**config.mk**
```make
export PLATFORM = sky130hd
export DESIGN_NAME = cfg_port_ctl
export DESIGN_NICKNAME = d
export VERILOG_FILES = /design/src/rtl/cfg_port_pkg.sv /design/src/rtl/cfg_addr_dec.sv /design/src/rtl/cfg_unlock_fsm.sv /design/src/rtl/cfg_reg_bank.sv /design/src/rtl/cfg_port_ctl.sv
export SDC_FILE = /design/constraint.sdc
export NUM_CORES = 2
export LEC_CHECK = 0
export BUFFER_PORTS_ARGS = -buffer_cell sky130_fd_sc_hd__buf_2
export CAP_MARGIN = 20
export CORE_AREA = 2 2 368 406
export CTS_BUF_LIST = sky130_fd_sc_hd__clkbuf_8
export CTS_CLUSTER_DIAMETER = 150
export CTS_CLUSTER_SIZE = 25
export DETAILED_ROUTE_END_ITERATION = 8
export DIE_AREA = 0 0 370 408
export HOLD_SLACK_MARGIN = 0.15
export PLACE_DENSITY_LB_ADDON = 0.05
export SETUP_SLACK_MARGIN = 0.2
export SKIP_LAST_GASP = 1
export SYNTH_ARGS = -nofsm -noshare
export SYNTH_HDL_FRONTEND = slang
export SYNTH_HIERARCHICAL = 1
export SYNTH_SLANG_ARGS = --single-unit
export TNS_END_PERCENT = 30
```
**constraint.sdc**
```tcl
create_clock -name clk -period 5.65 [get_ports clk]
set_input_delay 0.565 -clock clk [delete_from_list [all_inputs] [get_ports clk]]
set_output_delay 0.565 -clock clk [all_outputs]
set_load 0.03 [all_outputs]
```
**src/rtl/cfg_port_pkg.sv**
```systemverilog
package cfg_port_pkg;

  localparam int CFG_DW = 8;
  typedef logic [CFG_DW-1:0] cfg_byte_t;

  typedef enum logic [1:0] {
    ST_SHUT = 2'd0,
    ST_HALF = 2'd1,
    ST_OPEN = 2'd2
  } unlock_st_e;

  // index decode: one isolated index plus one contiguous range
  function automatic logic cfg_idx_valid(input cfg_byte_t idx, input cfg_byte_t solo,
                                         input cfg_byte_t lo, input cfg_byte_t hi);
    return (idx == solo) || ((idx >= lo) && (idx <= hi));
  endfunction

  // cold-reset default of an ordinary register: nibble swap of its index
  function automatic cfg_byte_t cfg_default(input cfg_byte_t idx);
    return {idx[CFG_DW/2-1:0], idx[CFG_DW-1:CFG_DW/2]};
  endfunction

  function automatic cfg_byte_t cfg_base_pick(input logic sel, input cfg_byte_t b_lo,
                                              input cfg_byte_t b_hi);
    return sel ? b_hi : b_lo;
  endfunction

endpackage

```
**src/rtl/cfg_addr_dec.sv**
```systemverilog
module cfg_addr_dec
  import cfg_port_pkg::*;
#(
  parameter int AW = 8
) (
  input  logic [AW-1:0] addr,
  input  logic [AW-1:0] base,
  output logic          idx_hit,
  output logic          dat_hit
);
  logic [AW-1:0] dat_addr;

  assign dat_addr = base + AW'(1);
  assign idx_hit  = (addr == base);
  assign dat_hit  = (addr == dat_addr);
endmodule

```
**src/rtl/cfg_unlock_fsm.sv**
```systemverilog
module cfg_unlock_fsm
  import cfg_port_pkg::*;
#(
  parameter cfg_byte_t KEY_ENTER = 8'h87,
  parameter cfg_byte_t KEY_EXIT  = 8'hAA
) (
  input  logic       clk,
  input  logic       rst_n,
  input  logic       idx_wr,
  input  cfg_byte_t  wdata,
  output logic       open_o,
  output cfg_byte_t  idx_q
);
  unlock_st_e st_q, st_d;
  cfg_byte_t  idx_d;
  logic       key_hit, exit_hit;

  assign key_hit  = (wdata == KEY_ENTER);
  assign exit_hit = (wdata == KEY_EXIT);

  always_comb begin
    st_d  = st_q;
    idx_d = idx_q;
    if (idx_wr) begin
      unique case (st_q)
        ST_SHUT: st_d = key_hit ? ST_HALF : ST_SHUT;
        ST_HALF: st_d = key_hit ? ST_OPEN : ST_SHUT;
        ST_OPEN: begin
          if (exit_hit) st_d = ST_SHUT;
          else          idx_d = wdata;
        end
        default: st_d = ST_SHUT;
      endcase
    end
  end

  always_ff @(posedge clk) begin
    if (!rst_n) begin
      st_q  <= ST_SHUT;
      idx_q <= '0;
    end else begin
      st_q  <= st_d;
      idx_q <= idx_d;
    end
  end

  assign open_o = (st_q == ST_OPEN);


  fsm_enter_chk: assert property (@(posedge clk) disable iff (!rst_n)
    (idx_wr && st_q == ST_HALF && key_hit) |=> open_o);

  fsm_exit_chk: assert property (@(posedge clk) disable iff (!rst_n)
    (idx_wr && open_o && exit_hit) |=> (st_q == ST_SHUT));

  fsm_abort_chk: assert property (@(posedge clk) disable iff (!rst_n)
    (idx_wr && !open_o && !key_hit) |=> (st_q == ST_SHUT));

  fsm_idx_hold_chk: assert property (@(posedge clk) disable iff (!rst_n)
    (!open_o) |=> $stable(idx_q));
endmodule

```
**src/rtl/cfg_reg_bank.sv**
```systemverilog
module cfg_reg_bank
  import cfg_port_pkg::*;
#(
  parameter cfg_byte_t LOCK_IDX  = 8'h26,
  parameter int        LOCK_BIT  = 5,
  parameter int        STRAP_BIT = 6,
  parameter cfg_byte_t IDX_SOLO  = 8'h02,
  parameter cfg_byte_t IDX_LO    = 8'h07,
  parameter cfg_byte_t IDX_HI    = 8'hFE
) (
  input  logic      clk,
  input  logic      cold_rst_n,
  input  logic      strap_in,
  input  logic      wr_req,
  input  cfg_byte_t idx,
  input  cfg_byte_t wdata,
  output cfg_byte_t rd_data,
  output logic      lock_o
);
  localparam int        NREG  = 1 << CFG_DW;
  localparam cfg_byte_t SMASK = cfg_byte_t'(1) << STRAP_BIT;

  cfg_byte_t rd_arr [NREG];

  for (genvar g = 0; g < NREG; g++) begin : g_reg
    localparam cfg_byte_t IX = cfg_byte_t'(g);
    if (!cfg_idx_valid(IX, IDX_SOLO, IDX_LO, IDX_HI)) begin : g_hole
      assign rd_arr[g] = '0;
    end else if (IX == LOCK_IDX) begin : g_lockreg
      cfg_byte_t q;
      always_ff @(posedge clk) begin
        if (!cold_rst_n)
          q <= strap_in ? SMASK : '0;
        else if (wr_req && idx == IX)
          q <= (wdata & ~SMASK) | (q & SMASK);
      end
      assign rd_arr[g] = q;
    end else begin : g_plain
      cfg_byte_t q;
      always_ff @(posedge clk) begin
        if (!cold_rst_n)
          q <= cfg_default(IX);
        else if (wr_req && idx == IX && !lock_o)
          q <= wdata;
      end
      assign rd_arr[g] = q;
    end
  end

  assign lock_o  = rd_arr[LOCK_IDX][LOCK_BIT];
  assign rd_data = rd_arr[idx];


  lock_block_chk: assert property (@(posedge clk) disable iff (!cold_rst_n)
    (wr_req && lock_o && idx != LOCK_IDX) |=> $stable(rd_data));

  strap_ro_chk: assert property (@(posedge clk) disable iff (!cold_rst_n)
    $stable(rd_arr[LOCK_IDX][STRAP_BIT]));
endmodule

```
**src/rtl/cfg_port_ctl.sv**
```systemverilog
module cfg_port_ctl
  import cfg_port_pkg::*;
#(
  parameter int        AW        = 8,
  parameter cfg_byte_t BASE_LO   = 8'h2E,
  parameter cfg_byte_t BASE_HI   = 8'h4E,
  parameter cfg_byte_t KEY_ENTER = 8'h87,
  parameter cfg_byte_t KEY_EXIT  = 8'hAA,
  parameter cfg_byte_t LOCK_IDX  = 8'h26,
  parameter int        LOCK_BIT  = 5,
  parameter int        STRAP_BIT = 6
) (
  input  logic          clk,
  input  logic          cold_rst_n,
  input  logic          warm_rst_n,
  input  logic          strap_base_sel,
  input  logic [AW-1:0] bus_addr,
  input  logic [7:0]    bus_wdata,
  input  logic          bus_we,
  input  logic          bus_re,
  output logic [7:0]    bus_rdata
);
  localparam cfg_byte_t RD_IDX_PORT = 8'hFF;

  logic          strap_q;
  logic [AW-1:0] base;
  logic          idx_hit, dat_hit, open_w, lock_w, fsm_rst_n;
  logic          idx_wr, dat_wr;
  cfg_byte_t     idx_w, bank_rd;

  always_ff @(posedge clk) begin
    if (!cold_rst_n) strap_q <= strap_base_sel;
  end

  assign base      = AW'(cfg_base_pick(strap_q, BASE_LO, BASE_HI));
  assign fsm_rst_n = cold_rst_n & warm_rst_n;

  cfg_addr_dec #(.AW(AW)) u_dec (
    .addr(bus_addr), .base(base), .idx_hit(idx_hit), .dat_hit(dat_hit)
  );

  assign idx_wr = bus_we & idx_hit;
  assign dat_wr = bus_we & dat_hit & open_w;

  cfg_unlock_fsm #(.KEY_ENTER(KEY_ENTER), .KEY_EXIT(KEY_EXIT)) u_fsm (
    .clk(clk), .rst_n(fsm_rst_n), .idx_wr(idx_wr), .wdata(bus_wdata),
    .open_o(open_w), .idx_q(idx_w)
  );

  cfg_reg_bank #(.LOCK_IDX(LOCK_IDX), .LOCK_BIT(LOCK_BIT), .STRAP_BIT(STRAP_BIT)) u_bank (
    .clk(clk), .cold_rst_n(cold_rst_n), .strap_in(strap_base_sel), .wr_req(dat_wr),
    .idx(idx_w), .wdata(bus_wdata), .rd_data(bank_rd), .lock_o(lock_w)
  );

  always_comb begin
    bus_rdata = '0;
    if (bus_re && idx_hit)                bus_rdata = RD_IDX_PORT;
    else if (bus_re && dat_hit && open_w) bus_rdata = bank_rd;
  end


  strap_hold_chk: assert property (@(posedge clk) disable iff (!cold_rst_n)
    $past(cold_rst_n) |-> $stable(strap_q));

  idx_read_chk: assert property (@(posedge clk) disable iff (!cold_rst_n)
    (bus_re && idx_hit) |-> (bus_rdata == 8'hFF));

  shut_read_chk: assert property (@(posedge clk) disable iff (!cold_rst_n)
    (bus_re && dat_hit && !open_w) |-> (bus_rdata == 8'h00));

  idx_read_side_chk: assert property (@(posedge clk) disable iff (!fsm_rst_n)
    (bus_re && !bus_we) |=> $stable(open_w));
endmodule

```
## Word-level counts from Yosys, hierarchy flattened

Cells that the tools add are included.

| word-level totals | value |
|---|---|
| flip-flop bits (word level) | 2,003 |
| bits in latches | 0 |
| memory bits (writable) | 0 |
| memory bits (read-only) | 0 |
| input bits | 22 |
| memories kept | 0 |

| operators by class | value |
|---|---|
| add/subtract/negate cells | 1 |
| $mul | 0 |
| div/mod/pow operators | 0 |
| order comparisons | 1 |
| equality and inequality tests | 257 |
| shifts and indexed selects | 0 |
| mux-type cells | 13 |
| bitwise operators | 7 |
| reductions and logical operators | 504 |

Operators by type and width:

| kind | count |
|---|---|
| 8-bit == test, second input constant | 129 |
| 8-bit by 7-bit == test with 1-bit output, second input constant | 64 |
| 1-bit logical AND | 500 |
| 8-bit by 6-bit == test with 1-bit output, second input constant | 32 |
| 8-bit by 5-bit == test with 1-bit output, second input constant | 16 |
| 8-bit binary-select mux with 8-bit select | 1 |
| 8-bit by 4-bit == test with 1-bit output, second input constant | 8 |
| 8-bit two-way mux | 6 |
| 7-bit two-way mux | 2 |
| 9-bit >= comparator, second input constant | 1 |
| 8-bit inverter with 9-bit output | 1 |
| 7-bit by 1-bit adder with 8-bit output, second input constant | 1 |
| 8-bit by 2-bit == test with 1-bit output, second input constant | 1 |
| 8-bit by 3-bit == test with 1-bit output, second input constant | 1 |
| 8-bit by 7-bit == test with 1-bit output | 1 |
| 8-bit == test | 1 |
| 8-bit by 7-bit OR with 8-bit output | 1 |
| 2-bit one-hot mux with 3 select lines | 1 |
| 1-bit AND | 4 |
| 2-bit two-way mux | 2 |
| 2-bit by 1-bit inequality test with 1-bit output, second input constant | 2 |
| 3-bit AND reduction | 1 |
| 2-bit by 1-bit == test with 1-bit output, second input constant | 1 |
| 2-bit == test, second input constant | 1 |
| 5 further kinds | 5 |

## Longest topological paths before layout

| logic depth | value |
|---|---|
| depth in word-level cells | 8 |
| gate-level depth with buffers | 15 |

## By module

Netlist, hierarchy kept.

By module, submodules not included:

| module | instances | cells each | area an instance (um2) | seq. area each (um2) |
|---|---|---|---|---|
| cfg_reg_bank | 1 | 10,574 | 86,668.1 | 39,958.3 |
| cfg_unlock_fsm | 1 | 51 | 484.2 | 200.2 |
| cfg_addr_dec | 1 | 32 | 252.7 | 0.0 |
| cfg_port_ctl | 1 | 27 | 162.7 | 30.0 |

## Least setup slack after synthesis

No wires, ideal clock.

| timing path | value |
|---|---|
| path kind | input port to flip-flop |
| from | input port bus_addr[7] |
| to | register u_bank.g_reg[155].g_plain.q[6] |
| library setup time | 0.070 ns |
| arrival time | 3.302 ns |
| setup slack | 2.278 ns |
| cell stages on the path | 13 |
| cell sequence | xor2_1 > or4_4 > a211oi_2 > and3_1 > and2b_1 > nand3_1 > or2_2 > clkbuf_1 > buf_2 > buf_2 > nor2_1 > nand2_1 > a21oi_1 |

| between the ends | value |
|---|---|
| word-level cells in the longest chain between the ends | 5 |

RTL lines:

| what | line | text |
|---|---|---|
| from (decl) | cfg_port_ctl.sv:17 | `input logic [AW-1:0] bus_addr,` |
| 8-bit == test | cfg_addr_dec.sv:15 | `assign dat_hit = (addr == dat_addr);` |
| named net dat_hit | cfg_port_ctl.sv:27 | `logic idx_hit, dat_hit, open_w, lock_w, fsm_rst_n;` |
| 1-bit AND (2 in series) | cfg_port_ctl.sv:43 | `assign dat_wr = bus_we & dat_hit & open_w;` |
| named net dat_wr | cfg_port_ctl.sv:28 | `logic idx_wr, dat_wr;` |
| 1-bit logical AND (2 in series) | cfg_reg_bank.sv:43 | `else if (wr_req && idx == IX && !lock_o)` |
| to (signal assigned) | cfg_reg_bank.sv:42 | `q <= cfg_default(IX);` |
| to (signal assigned) | cfg_reg_bank.sv:44 | `q <= wdata;` |
| to (decl) | cfg_reg_bank.sv:39 | `cfg_byte_t q;` |

The timed path passes the listed nets, and every way through them passes these cells.
A chain may end at the register's enable or synchronous reset.

## Worst setup path in the final report

| timing path | value |
|---|---|
| from | register u_fsm.idx_q[5] |
| to | output port bus_rdata[4] |

| between the ends | value |
|---|---|
| word-level cells in the longest chain between the ends | 6 |

RTL lines:

| what | line | text |
|---|---|---|
| from (decl) | cfg_unlock_fsm.sv:12 | `output cfg_byte_t idx_q` |
| from (signal assigned) | cfg_unlock_fsm.sv:43 | `idx_q <= idx_d;` |
| 8-bit inverter with 9-bit output (implied by the code) | cfg_reg_bank.sv:51 | `assign rd_data = rd_arr[idx];` |
| 8-bit binary-select mux with 8-bit select | cfg_reg_bank.sv:51 |  |
| 8-bit two-way mux (implied by the code) (2 in series) | cfg_reg_bank.sv:51 |  |
| named net bank_rd[4] | cfg_port_ctl.sv:29 | `cfg_byte_t idx_w, bank_rd;` |
| 8-bit two-way mux | cfg_port_ctl.sv:58 | `else if (bus_re && dat_hit && open_w) bus_rdata = bank_rd;` |
| 8-bit two-way mux | cfg_port_ctl.sv:57 | `if (bus_re && idx_hit) bus_rdata = RD_IDX_PORT;` |
| to (decl) | cfg_port_ctl.sv:21 | `output logic [7:0] bus_rdata` |

The timed path passes the listed nets, and every way through them passes these cells. The select of a mux whose other input is x is not followed.

==> flow_metrics.env <==
export IMPL_viasPerCell=6.54
export IMPL_hold_viol_final=0
export IMPL_clockRootBuffer="clkbuf_8"
export IMPL_grt_use_met3=0.0761
export IMPL_fmax_mhz=182
export IMPL_endpoint_kind="output pin"
export IMPL_overflow=0
export IMPL_cp_num_buf_inv=3
export IMPL_cts_num_sinks=2003
export IMPL_clk_latency_ns=0.91
export IMPL_power_total_uw=20700
export IMPL_core_sq_um=147000
export IMPL_synthTopCellsByArea="dfxtp_1, nand2_1, mux4_2, nand3_1, a21oi_1"
export IMPL_avgSynthCellArea_sq_um=8.20
export IMPL_antenna_found_initial=11
export IMPL_critPathMaxStageDelay_ns=0.91
export IMPL_die_y_um=408
export IMPL_worst_pin_slew_ns=1.24
export IMPL_grt_use_met1=0.535
export IMPL_clock_skew_ns=0.0480
export IMPL_synth_edff_count=9
export IMPL_crit_path_top_delay_cell="nor2b_4"
export IMPL_drt_iter0_markers=11200
export IMPL_final_area_sq_um=90500
export IMPL_drc=0
export IMPL_placementRows=148
export IMPL_finalWirelength_mm=299
export IMPL_avgRoutedWirePerCell_um=24.7
export IMPL_async_flop_share=0
export IMPL_top_usage_layer="met2"
export IMPL_numCtsBuffers=90
export IMPL_yosysWarnings=6
export IMPL_die_area_sq_um=151000
export IMPL_clk_pin_slew_ns=0.15
export IMPL_met2_usage=0.574
export IMPL_final_setup_tns_ns=0
export IMPL_io_buffer_count=29
export IMPL_layout_setup_ws_ns=0.169
export IMPL_crit_family="simple AND/OR/NAND/NOR gates"
export IMPL_hold_path_class="in -> reg"
export IMPL_holdPathEnd="u_bank/g_reg[251].g_plain.q[3]"
export IMPL_boundaryPins=30
export IMPL_finalSetupViolations=0
export IMPL_synth_common_cells="nand2_1, dfxtp_1, nand3_1, a21oi_1, clkbuf_1"
export IMPL_p_per_area_nw_per_um2=229
export IMPL_max_slew_margin=0.173
export IMPL_synth_seq_area_share=0.459
export IMPL_synthCells=10700
export IMPL_slew_viol_final=0
export IMPL_finalNetCount=10100
export IMPL_grt_max_degree=208
export IMPL_yosysUniqueCellTypes=65
export IMPL_drt_first_pass_iters=8
export IMPL_status="complete, no violations"
export IMPL_hold_depth=3
export IMPL_finalCriticalPeriod_ns=5.48
export IMPL_grt_pass1_wl_mm=452
export IMPL_cts_tree="built"
export IMPL_postPlaceCellArea_sq_um=88800
export IMPL_start_util=0.595
export IMPL_netlist_area_leader_share=0.456
export IMPL_synth_top_area_cell="dfxtp_1"
export IMPL_cts_max_level=3
export IMPL_r2r_cells=13
export IMPL_grt_usage=0.383
export IMPL_r2r_start="strap_q"
export IMPL_period_share=0.970
export IMPL_p_leak_uw=0.0316
export IMPL_worstPathMaxFanout=33
export IMPL_fp_dieW_um=370
export IMPL_grt_pass1_vias=73200
export IMPL_synth_most_common_cell="nand2_1"
export IMPL_netlist_area_sq_um=87600
export IMPL_start_kind="flop"
export IMPL_peakVddDrop_v=0.000241
export IMPL_maxCapViolCount=0
export IMPL_pre_cts_ws_ns=0.379
export IMPL_ys_ff_latch=2003
export IMPL_arrival_ns=4.92
export IMPL_detail_route_antenna_nets=0
export IMPL_ys_flop_type="dfxtp_1"
export IMPL_critPathKind="reg -> out"
export IMPL_gp_congestion=0.931
export IMPL_nFillCells=13000
export IMPL_r2r_slack_ns=0.64
export IMPL_hp_start="bus_wdata[3]"
export IMPL_cts_path_max_buffers=3
export IMPL_holdWs_ns=0.185
export IMPL_reg2reg_to="u_bank/g_reg[222].g_plain.q[4]"
export IMPL_place_detailed_hpwl_mm=182
export IMPL_worstPathCellList="buf_4, nor2b_4, buf_4, a22oi_1, a21oi_1, o21ai_1, nand4_1, nand2_1, o21ai_1, buf_2"
export IMPL_syn2layout_area_growth_pct=3.30
export IMPL_critPathLaunch="u_fsm/idx_q[5]"
export IMPL_drive_gt1_frac=0.0781
export IMPL_vias=79100
export IMPL_required_ns=5.09
export IMPL_rsz0062_at_grt="yes"
layout by cell type, fill, tap and decap left out, types with 55 or more instances in the layout:
cell type  instances
a21oi_1          987
a22oi_1          160
buf_12            55
buf_4            133
clkbuf_8          91
dfxtp_1         1990
mux2i_1          288
mux4_2           360
nand2_1         3186
nand3_1         1615
nor2_1           481
o211ai_1          64
o21ai_0          290
sequential cells by signal (all words and copies together), names as in the netlist:
signal,flops
u_fsm/st_q,2
strap_q,1
u_fsm/idx_q,8
u_bank/g.g_lockreg.q,8
u_bank/g.g_plain.q,1984
through the flow:
stage | utilization | instances
floorplan | - | 10700
global placement | 0.603 | 12000
detailed placement | 0.603 | 12000
CTS | 0.613 | 12100
global route | 0.614 | 12100
finish | 0.614 | 12100
worst min-delay path: stages:
cell and delay (ns):
buf_8 0.21, nand2_1 0.14, nand3_1 0.08
how the worst max path moves through the flow:
stage,endpoint,cells after the start
2_1_floorplan,u_bank/g_reg[155].g_plain.q[6],13
3_3_place_gp,bus_rdata[4],11
3_5_place_dp,bus_rdata[4],11
4_1_cts,bus_rdata[3],11
5_1_grt,bus_rdata[4],11
6_report,bus_rdata[4],10
metal layers:
metal | vias to the layer above | part of all wire | wire length [um]
met5 | - | 0.00031 | 93
li1 | 35400 | - | -
met1 | 38600 | 0.40 | 120000
met2 | 4423 | 0.44 | 132000
met3 | 669 | 0.11 | 33800
met4 | 16 | 0.046 | 13800
cells by family (layout without fill, tap and decap cells):
logic type | Yosys count | count (layout) | synth area share
xor+xnor | 14 | 14 | 0.00140
other cells | 2 | 25 | 0.0000858
buf+inv | 906 | 341 | 0.0428
compound gates | 1643 | 1643 | 0.105
mux | 696 | 696 | 0.132
fa+ha+maj | 1 | 1 | 0.000143
flops | 2003 | 2003 | 0.459
simple gates | 5419 | 5419 | 0.260
report_power, final:
part           internal (uW)  switching [uW]  total, uW  leakage (uW)
registers              14100            2.51      14100        0.0162
clock network           1490            4360       5850      0.000709
logic                   89.8             595        685        0.0147
total                  15700            4960      20700        0.0316
area by class of cell:
cell class                      count  area [sq um]  area share
Multi-Input combinational cell   7791         44000       0.486
Timing Repair Buffer              225          2420      0.0268
Sequential cell                  2003         40200       0.444
Clock buffer                       91          1250      0.0138
Inverter                           13          61.3    0.000678
Antenna cell                        7          17.5    0.000194
Tap cell                         1950          2440      0.0270
Clock inverter                     12          82.6    0.000913
repair_timing:
| item | in CTS | in global routing |
|---|---|---|
| gates resized for setup | 9 | 4 |
| buffers inserted | 3 | 11 |
| endpoints found under the setup margin | 8 | 8 |
| hold buffers | 5 | 0 |
| pin swaps | 0 | 1 |
| hold endpoints to repair | 87 | 0 |
Power figures use the tool's default switching activity.
